**src/rtl/uart_fifo_pkg.sv**
```systemverilog
package uart_fifo_pkg;

    localparam int UCF_DATA_W  = 8;
    localparam int UCF_CFG_W   = 3;
    localparam int CFG_EN_BIT  = 0;
    localparam int CFG_RXF_BIT = 1;
    localparam int CFG_TXF_BIT = 2;

    typedef struct packed {
        logic                  brk;
        logic                  ferr;
        logic                  perr;
        logic [UCF_DATA_W-1:0] data;
    } rx_word_t;

    function automatic logic rx_word_bad(rx_word_t w);
        return w.brk | w.ferr | w.perr;
    endfunction

endpackage

```
**src/rtl/ucf_ctrl.sv**
```systemverilog
module ucf_ctrl
    import uart_fifo_pkg::*;
(
    input  logic                 clk,
    input  logic                 rst,
    input  logic                 wr,
    input  logic [UCF_CFG_W-1:0] wdata,
    output logic                 fifo_en,
    output logic                 flush_rx,
    output logic                 flush_tx
);
    logic en_bit;
    logic flush_both;
    logic honour;

    assign en_bit     = wdata[CFG_EN_BIT];
    assign flush_both = wr & (~en_bit | (en_bit ^ fifo_en));
    assign honour     = wr & en_bit;
    assign flush_rx   = flush_both | (honour & wdata[CFG_RXF_BIT]);
    assign flush_tx   = flush_both | (honour & wdata[CFG_TXF_BIT]);

    always_ff @(posedge clk) begin
        if (rst) begin
            fifo_en <= 1'b0;
        end else if (wr) begin
            fifo_en <= en_bit;
        end
    end

    assert_disable_R2: assert property (@(posedge clk) disable iff (rst)
        (wr && !wdata[CFG_EN_BIT]) |=> !fifo_en);

endmodule

```
**src/rtl/ucf_ring.sv**
```systemverilog
module ucf_ring #(
    parameter  int WIDTH = 8,
    parameter  int DEPTH = 16,
    localparam int CNT_W = $clog2(DEPTH + 1),
    localparam int PTR_W = (DEPTH > 1) ? $clog2(DEPTH) : 1
) (
    input  logic             clk,
    input  logic             rst,
    input  logic             flush,
    input  logic             single,
    input  logic             push,
    input  logic             pop,
    input  logic [WIDTH-1:0] din,
    output logic [CNT_W-1:0] count,
    output logic [WIDTH-1:0] head,
    output logic             full,
    output logic             empty
);
    logic [WIDTH-1:0] mem [DEPTH];
    logic [PTR_W-1:0] wr_ptr;
    logic [PTR_W-1:0] rd_ptr;
    logic [CNT_W-1:0] cap;
    logic             push_ok;
    logic             pop_ok;

    function automatic logic [PTR_W-1:0] bump(logic [PTR_W-1:0] p);
        return (p == PTR_W'(DEPTH - 1)) ? '0 : p + 1'b1;
    endfunction

    assign cap     = single ? CNT_W'(1) : CNT_W'(DEPTH);
    assign full    = (count >= cap);
    assign empty   = (count == '0);
    assign push_ok = push & ~full;
    assign pop_ok  = pop & ~empty;
    assign head    = mem[rd_ptr];

    always_ff @(posedge clk) begin
        if (rst || flush) begin
            wr_ptr <= '0;
            rd_ptr <= '0;
            count  <= '0;
        end else begin
            if (push_ok) wr_ptr <= bump(wr_ptr);
            if (pop_ok)  rd_ptr <= bump(rd_ptr);
            count <= count + CNT_W'(push_ok) - CNT_W'(pop_ok);
        end
    end

    always_ff @(posedge clk) begin
        if (push_ok && !flush) begin
            mem[wr_ptr] <= din;
        end
    end

    assert_flush_wins_R10: assert property (@(posedge clk) disable iff (rst)
        flush |=> (count == '0));

    assert_level_bound_R5: assert property (@(posedge clk) disable iff (rst)
        count <= cap);

endmodule

```
**src/rtl/ucf_err_track.sv**
```systemverilog
module ucf_err_track #(
    parameter int CNT_W = 5
) (
    input  logic clk,
    input  logic rst,
    input  logic flush,
    input  logic inc,
    input  logic dec,
    output logic any_err
);
    logic [CNT_W-1:0] bad_cnt;

    always_ff @(posedge clk) begin
        if (rst || flush) begin
            bad_cnt <= '0;
        end else begin
            bad_cnt <= bad_cnt + CNT_W'(inc) - CNT_W'(dec);
        end
    end

    assign any_err = (bad_cnt != '0);

    assert_no_underflow_R9: assert property (@(posedge clk) disable iff (rst)
        (dec && !flush) |-> (bad_cnt != '0));

endmodule

```
**src/rtl/uart_fifo_ctrl.sv**
```systemverilog
module uart_fifo_ctrl
    import uart_fifo_pkg::*;
#(
    parameter  int DEPTH = 16,
    localparam int CNT_W = $clog2(DEPTH + 1)
) (
    input  logic                  clk,
    input  logic                  rst,
    input  logic                  cfg_wr,
    input  logic [UCF_CFG_W-1:0]  cfg_wdata,
    input  logic                  tx_ie,
    input  logic                  rx_ie,
    input  logic                  tx_push,
    input  logic [UCF_DATA_W-1:0] tx_din,
    input  logic                  tx_pop,
    input  logic                  rx_push,
    input  logic [UCF_DATA_W-1:0] rx_din,
    input  logic                  rx_din_pe,
    input  logic                  rx_din_fe,
    input  logic                  rx_din_bi,
    input  logic                  rx_pop,
    input  logic                  lsr_clr,
    output logic                  fifo_mode,
    output logic [CNT_W-1:0]      tx_level,
    output logic [UCF_DATA_W-1:0] tx_head,
    output logic                  tx_req,
    output logic                  irq_tx_req,
    output logic [CNT_W-1:0]      rx_level,
    output logic [UCF_DATA_W-1:0] rx_head_data,
    output logic                  rx_head_pe,
    output logic                  rx_head_fe,
    output logic                  rx_head_bi,
    output logic                  data_ready,
    output logic                  fifo_err,
    output logic                  irq_rx_data,
    output logic                  ls_oe,
    output logic                  ls_pe,
    output logic                  ls_fe,
    output logic                  ls_bi
);
    localparam int RXW = $bits(rx_word_t);

    logic     flush_rx, flush_tx;
    logic     tx_full, tx_empty, rx_full, rx_empty;
    logic     rx_take, rx_give, rx_over;
    rx_word_t rx_in, rx_out;

    ucf_ctrl u_ctrl (
        .clk      (clk),
        .rst      (rst),
        .wr       (cfg_wr),
        .wdata    (cfg_wdata),
        .fifo_en  (fifo_mode),
        .flush_rx (flush_rx),
        .flush_tx (flush_tx)
    );

    ucf_ring #(.WIDTH(UCF_DATA_W), .DEPTH(DEPTH)) u_tx_ring (
        .clk    (clk),
        .rst    (rst),
        .flush  (flush_tx),
        .single (~fifo_mode),
        .push   (tx_push),
        .pop    (tx_pop),
        .din    (tx_din),
        .count  (tx_level),
        .head   (tx_head),
        .full   (tx_full),
        .empty  (tx_empty)
    );

    assign rx_in = '{brk: rx_din_bi, ferr: rx_din_fe, perr: rx_din_pe, data: rx_din};

    ucf_ring #(.WIDTH(RXW), .DEPTH(DEPTH)) u_rx_ring (
        .clk    (clk),
        .rst    (rst),
        .flush  (flush_rx),
        .single (~fifo_mode),
        .push   (rx_push),
        .pop    (rx_pop),
        .din    (rx_in),
        .count  (rx_level),
        .head   (rx_out),
        .full   (rx_full),
        .empty  (rx_empty)
    );

    assign rx_take = rx_push & ~rx_full & ~flush_rx;
    assign rx_over = rx_push & rx_full & ~flush_rx;
    assign rx_give = rx_pop & ~rx_empty & ~flush_rx;

    ucf_err_track #(.CNT_W(CNT_W)) u_err (
        .clk     (clk),
        .rst     (rst),
        .flush   (flush_rx),
        .inc     (rx_take & rx_word_bad(rx_in)),
        .dec     (rx_give & rx_word_bad(rx_out)),
        .any_err (fifo_err)
    );

    always_ff @(posedge clk) begin
        if (rst) begin
            ls_oe <= 1'b0;
            ls_pe <= 1'b0;
            ls_fe <= 1'b0;
            ls_bi <= 1'b0;
        end else begin
            ls_oe <= (ls_oe & ~lsr_clr) | rx_over;
            ls_pe <= (ls_pe & ~lsr_clr) | (rx_take & rx_din_pe);
            ls_fe <= (ls_fe & ~lsr_clr) | (rx_take & rx_din_fe);
            ls_bi <= (ls_bi & ~lsr_clr) | (rx_take & rx_din_bi);
        end
    end

    assign tx_req       = tx_empty;
    assign irq_tx_req   = tx_ie & tx_empty;
    assign data_ready   = ~rx_empty;
    assign irq_rx_data  = rx_ie & ~rx_empty;
    assign rx_head_data = rx_out.data;
    assign rx_head_pe   = rx_out.perr;
    assign rx_head_fe   = rx_out.ferr;
    assign rx_head_bi   = rx_out.brk;

    assert_tx_flush_req_R7: assert property (@(posedge clk) disable iff (rst)
        flush_tx |=> tx_req);

    assert_rx_flush_clean_R8: assert property (@(posedge clk) disable iff (rst)
        flush_rx |=> (!data_ready && !fifo_err));

    assert_sticky_keep_R8: assert property (@(posedge clk) disable iff (rst)
        (ls_pe && !lsr_clr) |=> ls_pe);

    assert_mode_flush_R3: assert property (@(posedge clk) disable iff (rst)
        $rose(fifo_mode) |-> (rx_level == '0 && tx_level == '0));

endmodule

```
**config.mk**
```make
export PLATFORM = sky130hd
export DESIGN_NAME = uart_fifo_ctrl
export DESIGN_NICKNAME = d
export VERILOG_FILES = /design/src/rtl/uart_fifo_pkg.sv /design/src/rtl/ucf_ctrl.sv /design/src/rtl/ucf_ring.sv /design/src/rtl/ucf_err_track.sv /design/src/rtl/uart_fifo_ctrl.sv
export SDC_FILE = /design/constraint.sdc
export NUM_CORES = 1
export LEC_CHECK = 0
export BUFFER_PORTS_ARGS = -buffer_cell sky130_fd_sc_hd__buf_2
export CAP_MARGIN = 20
export CORE_MARGIN = 4
export CORE_UTILIZATION = 39
export CTS_CLUSTER_DIAMETER = 200
export CTS_CLUSTER_SIZE = 28
export DETAILED_ROUTE_END_ITERATION = 10
export GPL_ROUTABILITY_DRIVEN = 0
export SYNTH_ARGS = -nofsm -noshare
export SYNTH_HDL_FRONTEND = slang
export SYNTH_SLANG_ARGS = --single-unit
```
**constraint.sdc**
```tcl
create_clock -name clk -period 3.9 [get_ports clk]
set_input_delay 0.39 -clock clk [delete_from_list [all_inputs] [get_ports clk]]
set_output_delay 0.39 -clock clk [all_outputs]
set_load 0.03 [all_outputs]
```
# After elaboration in Yosys (flattened, before gate mapping)
# Memory sizes are Yosys's and may differ from the RTL's. A register that Yosys moved wholly into a read port is not among the register bits.
# Index checks and enable logic that the tools add are counted.
# classes
add_sub_neg,10
n_mul,0
div_mod_pow,0
n_lt_le_gt_ge,2
n_eq_ne,4
n_shift,0
mux,13
bitwise,42
n_reduce_logical,9
# op_table
op,n
two-way mux 4 bit,8
bitwise AND 1 bit,23
"adder 4 x 1 -> 4 bit, second input constant",4
"equality test 4 bit, second input constant",4
adder 5 x 1 -> 5 bit,3
subtractor 5 x 1 -> 5 bit,3
bitwise OR 1 bit,11
>= comparator 5 bit,2
logical NOT 5 bit,2
inverter 1 bit,7
two-way mux 5 bit,1
nonzero test 5 bit,1
two-way mux 1 bit,4
logical AND 1 bit,2
logical NOT 1 bit,2
logical OR 1 bit,2
bitwise XOR 1 bit,1
# totals
reg_bits,36
latch_bits,0
mem_bits_rw,304
romBits,0
output_inout_bits,39
word_cells,94
memories,2
# mem_list
memory,words,word_bits,read_ports,rd_clocked_by_memory_dff,wr,line,text
u_rx_ring.mem,16,11,1,1,1,ucf_ring.sv:19,logic [WIDTH-1:0] mem [DEPTH];
u_tx_ring.mem,16,8,1,1,1,ucf_ring.sv:19,

# Longest topological paths before layout
# logic_depth
depth_word,9
ltp_mapped,17

# Modules after synthesis
# Synthesis repeated with hierarchy kept, for this count alone.
# unflattened
cells_unflattened,788
area_unflattened_um2,14106.0
# by_module_without_submodules
mod,instances,cells_each,area_each_um2,seq_area_each_um2
ucf_ring at u_rx_ring,1,400,7659.8,5625.4
ucf_ring at u_tx_ring,1,326,5863.1,4184.0
ucf_err_track,1,36,330.3,100.1
uart_fifo_ctrl,1,20,200.2,80.1
ucf_ctrl,1,6,52.6,20.0

# Worst setup path before layout
# OpenSTA, ideal clock, no wires.
# synth_path
path_type,register to register
from,register u_tx_ring.count[2]
to,register u_tx_ring.count[4]
t_arrival_ns,3.520
path_slack_ns,0.264
stages_incl_launch_ff,16
n_path_buf,1
synth_period_minus_slack_ns,3.636
path_cell_list,dfxtp_1 -> inv_1 -> ha_1 -> nor4b_1 -> nor2b_1 -> clkbuf_1 -> ha_1 -> inv_1 -> ha_1 -> inv_1 -> fa_1 -> nor2_1 -> nor2_1 -> o21bai_1 -> xnor2_1 -> nor2_1
# synth_via
elab_cells_between_ends,8
# synth_lines
element,line,text
from (decl),ucf_ring.sv:14,"output logic [CNT_W-1:0] count,"
from (signal assigned),ucf_ring.sv:45,count <= count + CNT_W'(push_ok) - CNT_W'(pop_ok);
logical NOT 5 bit,ucf_ring.sv:32,assign empty = (count == '0);
named net tx_req,uart_fifo_ctrl.sv:26,"output logic tx_req,"
inverter 1 bit,ucf_ring.sv:34,assign pop_ok = pop & ~empty;
bitwise AND 1 bit,ucf_ring.sv:34,
named net u_tx_ring.pop_ok,ucf_ring.sv:24,logic pop_ok;
subtractor 5 x 1 -> 5 bit,ucf_ring.sv:45,
# The timed path passes the listed nets, and every way through them passes these cells.
# A chain may end at the register's enable or synchronous reset.

==> results_dict.tcl <==
set metrics [dict create \
    status "complete, no violations" \
    wl_per_cell_um 20.2 \
    cp_common_cell "inv_1" \
    path_buf_inv 4 \
    antenna_found_initial 1 \
    cap_violations 0 \
    syn_to_final_growth_pct 10.9 \
    post_dp_cell_area_um2 15100 \
    clk_latency_ns 0.53 \
    placed_cells 1278 \
    min_to "ls_oe" \
    drc 0 \
    hpwlAfterDp_mm 17.9 \
    maxSlewHeadroom 0.493 \
    worstSetupPathType "flop to flop" \
    final_cells 1307 \
    clock-sinks 348 \
    holdCritStartpoint "rst" \
    layout_setup_ws_ns 0.430 \
    final_common_cell "edfxtp_1" \
    yosys_warnings 0 \
    postCtsSetupRepairBufs 0 \
    num_io_pins 71 \
    finClkSkew_ns 0.0351 \
    final-hold-violation-count 0 \
    synth_ff_type "edfxtp_1" \
    grt_pass1_wl_mm 41.3 \
    rsz0062_at_grt "no" \
    p_leak_nw 5.08 \
    yosys.cell_types.count 46 \
    crit_path_end_kind "flop" \
    wirelength_mm 26.5 \
    cts_tree "built" \
    design_area_um2 15600 \
    slew_viol_final 0 \
    dieHeight_um 198 \
    cts.clk_slew.worst_paths_ns 0.12 \
    initial_core_util 0.394 \
    drt-vias-per-instance 5.07 \
    final_util 0.438 \
    synth_cells 742 \
    n_fill_cell 3120 \
    async_reset_ff_frac 0 \
    clockBufferDepth 3 \
    rows 69 \
    fp.dieW_um 198 \
    drt_iter0_drc 456 \
    synth_area_um2 14000 \
    port_buffers 70 \
    cp-start-kind "flop" \
    cp_data_required_time_ns 4.36 \
    cp_slowest_cell "dfxtp_2" \
    die_area_um2 39100 \
    post_cts_resized 0 \
    power-per-cell-area_nw_per_um2 529 \
    reg2reg_depth 15 \
    synth_edf_count 304 \
    drive_above_1_share 0.259 \
    rrSetupSlack_ns 0.43 \
    peakVddDrop_v 0.000272 \
    hold_class "primary input to flop" \
    coreArea_um2 35600 \
    nets 906 \
    cts-root-buf "clkbuf_16" \
    postRouteAntennaNets 0 \
    cts_buffers 16 \
    period_minus_slack_ns 3.47 \
    cp_max_fo 14 \
    synth-seq-cells 348 \
    max_freq_mhz 288 \
    path_cells "buf_4, mux4_2, nand2_1, nand3_2, o311a_1, ha_1, inv_1, ha_1, inv_1, fa_1, inv_1, a21oi_1, nor2_1, or3_1, a21oi_1" \
    grt_start_max_net_pins 33 \
    hold_path_depth 2 \
    final_cell_mix "edfxtp_1, mux4_2, buf_2, nor2_1" \
    vias 6620 \
    setup_viol 0 \
    seq_area_frac_synth 0.713 \
    cpLargestDelayFamily "adder cells" \
    grt_overflow 0 \
    finalCritPeriodShare 0.890 \
    avgSynthCellArea_um2 18.9 \
    track_usage 0.135 \
    critPathMaxStageDelay_ns 0.62 \
    grt_pass1_vias 6965 \
    r2r-end "u_err.bad_cnt[4]" \
    max_slew.worst_pin.slew_ns 0.757 \
    firstDrtPassIters 5 \
    hold_buffers 0 \
    pre_cts_ws_ns 0.382 \
    cts_max_level 1 \
    timing.setup.tns_ns 0 \
    crit_arrival_ns 3.93 \
    synth_nets 813 \
]
==> cells in the mapped netlist (8+ instances only) <==
library cell,count,share of area
o21ai_0,8,0.0029
clkbuf_1,15,0.0040
a21oi_1,15,0.0054
mux2i_1,8,0.0057
nand2_1,13,0.0035
ha_1,36,0.032
mux4_2,87,0.14
inv_1,41,0.011
and2_1,8,0.0036
nor2_1,58,0.016
buf_2,10,0.0036
edfxtp_1,304,0.65
nand3_1,11,0.0039
dfxtp_1,44,0.063
==> layout make-up <==
class	count	area (um2)	share of cell area
Clock inverter	2	32.5	0.00209
Timing Repair Buffer	106	633	0.0407
Multi-Input combinational cell	322	3710	0.239
Sequential cell	348	10000	0.643
Tap cell	461	577	0.0371
Clock buffer	26	438	0.0281
Inverter	41	154	0.00989
Antenna cell	1	2.50	0.000161
==> layer usage <==
metal	vias to the layer above	GRT usage	routed length (um)
li1	3087	-	-
met1	3406	0.185	11400
met2	104	0.235	13700
met3	23	0.0186	992
met4	0	0.0258	395
met5	-	0	0
==> metrics by stage <==
stage               total power (W)  hold slack (ns)
floorplan                   0.00590            0.462
global placement            0.00643            0.481
detailed placement          0.00646            0.486
CTS                         0.00835           0.0961
global route                0.00872            0.105
finish                      0.00823            0.112
==> report_power, final <==
part | total [W] | internal, W | switching [W] | leakage, nW
Clock | 0.00189 | 0.000802 | 0.00109 | 0.223
Combinational | 0.00204 | 0.000877 | 0.00116 | 1.76
Sequential | 0.00430 | 0.00418 | 0.000122 | 3.09
==> flip-flops by register name, summed over array words and instances, names as in the netlist, 4 cells and up, named ones only <==
signal	count
u_rx_ring.wr_ptr	4
u_rx_ring.rd_ptr	4
u_tx_ring.mem	128
u_tx_ring.wr_ptr	4
u_rx_ring.count	5
u_tx_ring.count	5
u_tx_ring.rd_ptr	4
u_rx_ring.mem	176
u_err.bad_cnt	5
==> how the worst max path moves through the flow <==
stage | slack [ns] | endpoint | depth (start not counted)
after detailed placement | 0.38 | u_err.bad_cnt[4] | 15
after floorplan | 0.26 | u_tx_ring.count[4] | 15
after global routing | 0.09 | u_err.bad_cnt[4] | 15
final | 0.43 | u_err.bad_cnt[4] | 15
after global placement | 0.44 | u_err.bad_cnt[4] | 15
after CTS | 0.38 | u_err.bad_cnt[4] | 15
==> logic make-up after synthesis <==
kind of cell	Yosys count	share of synthesized area
compound gates	43	0.0202
xor+xnor	13	0.00811
fa+ha+maj	39	0.0364
buf+inv	72	0.0218
flops	348	0.713
mux	100	0.155
simple gates	127	0.0453
Power figures use the tool's default switching activity.
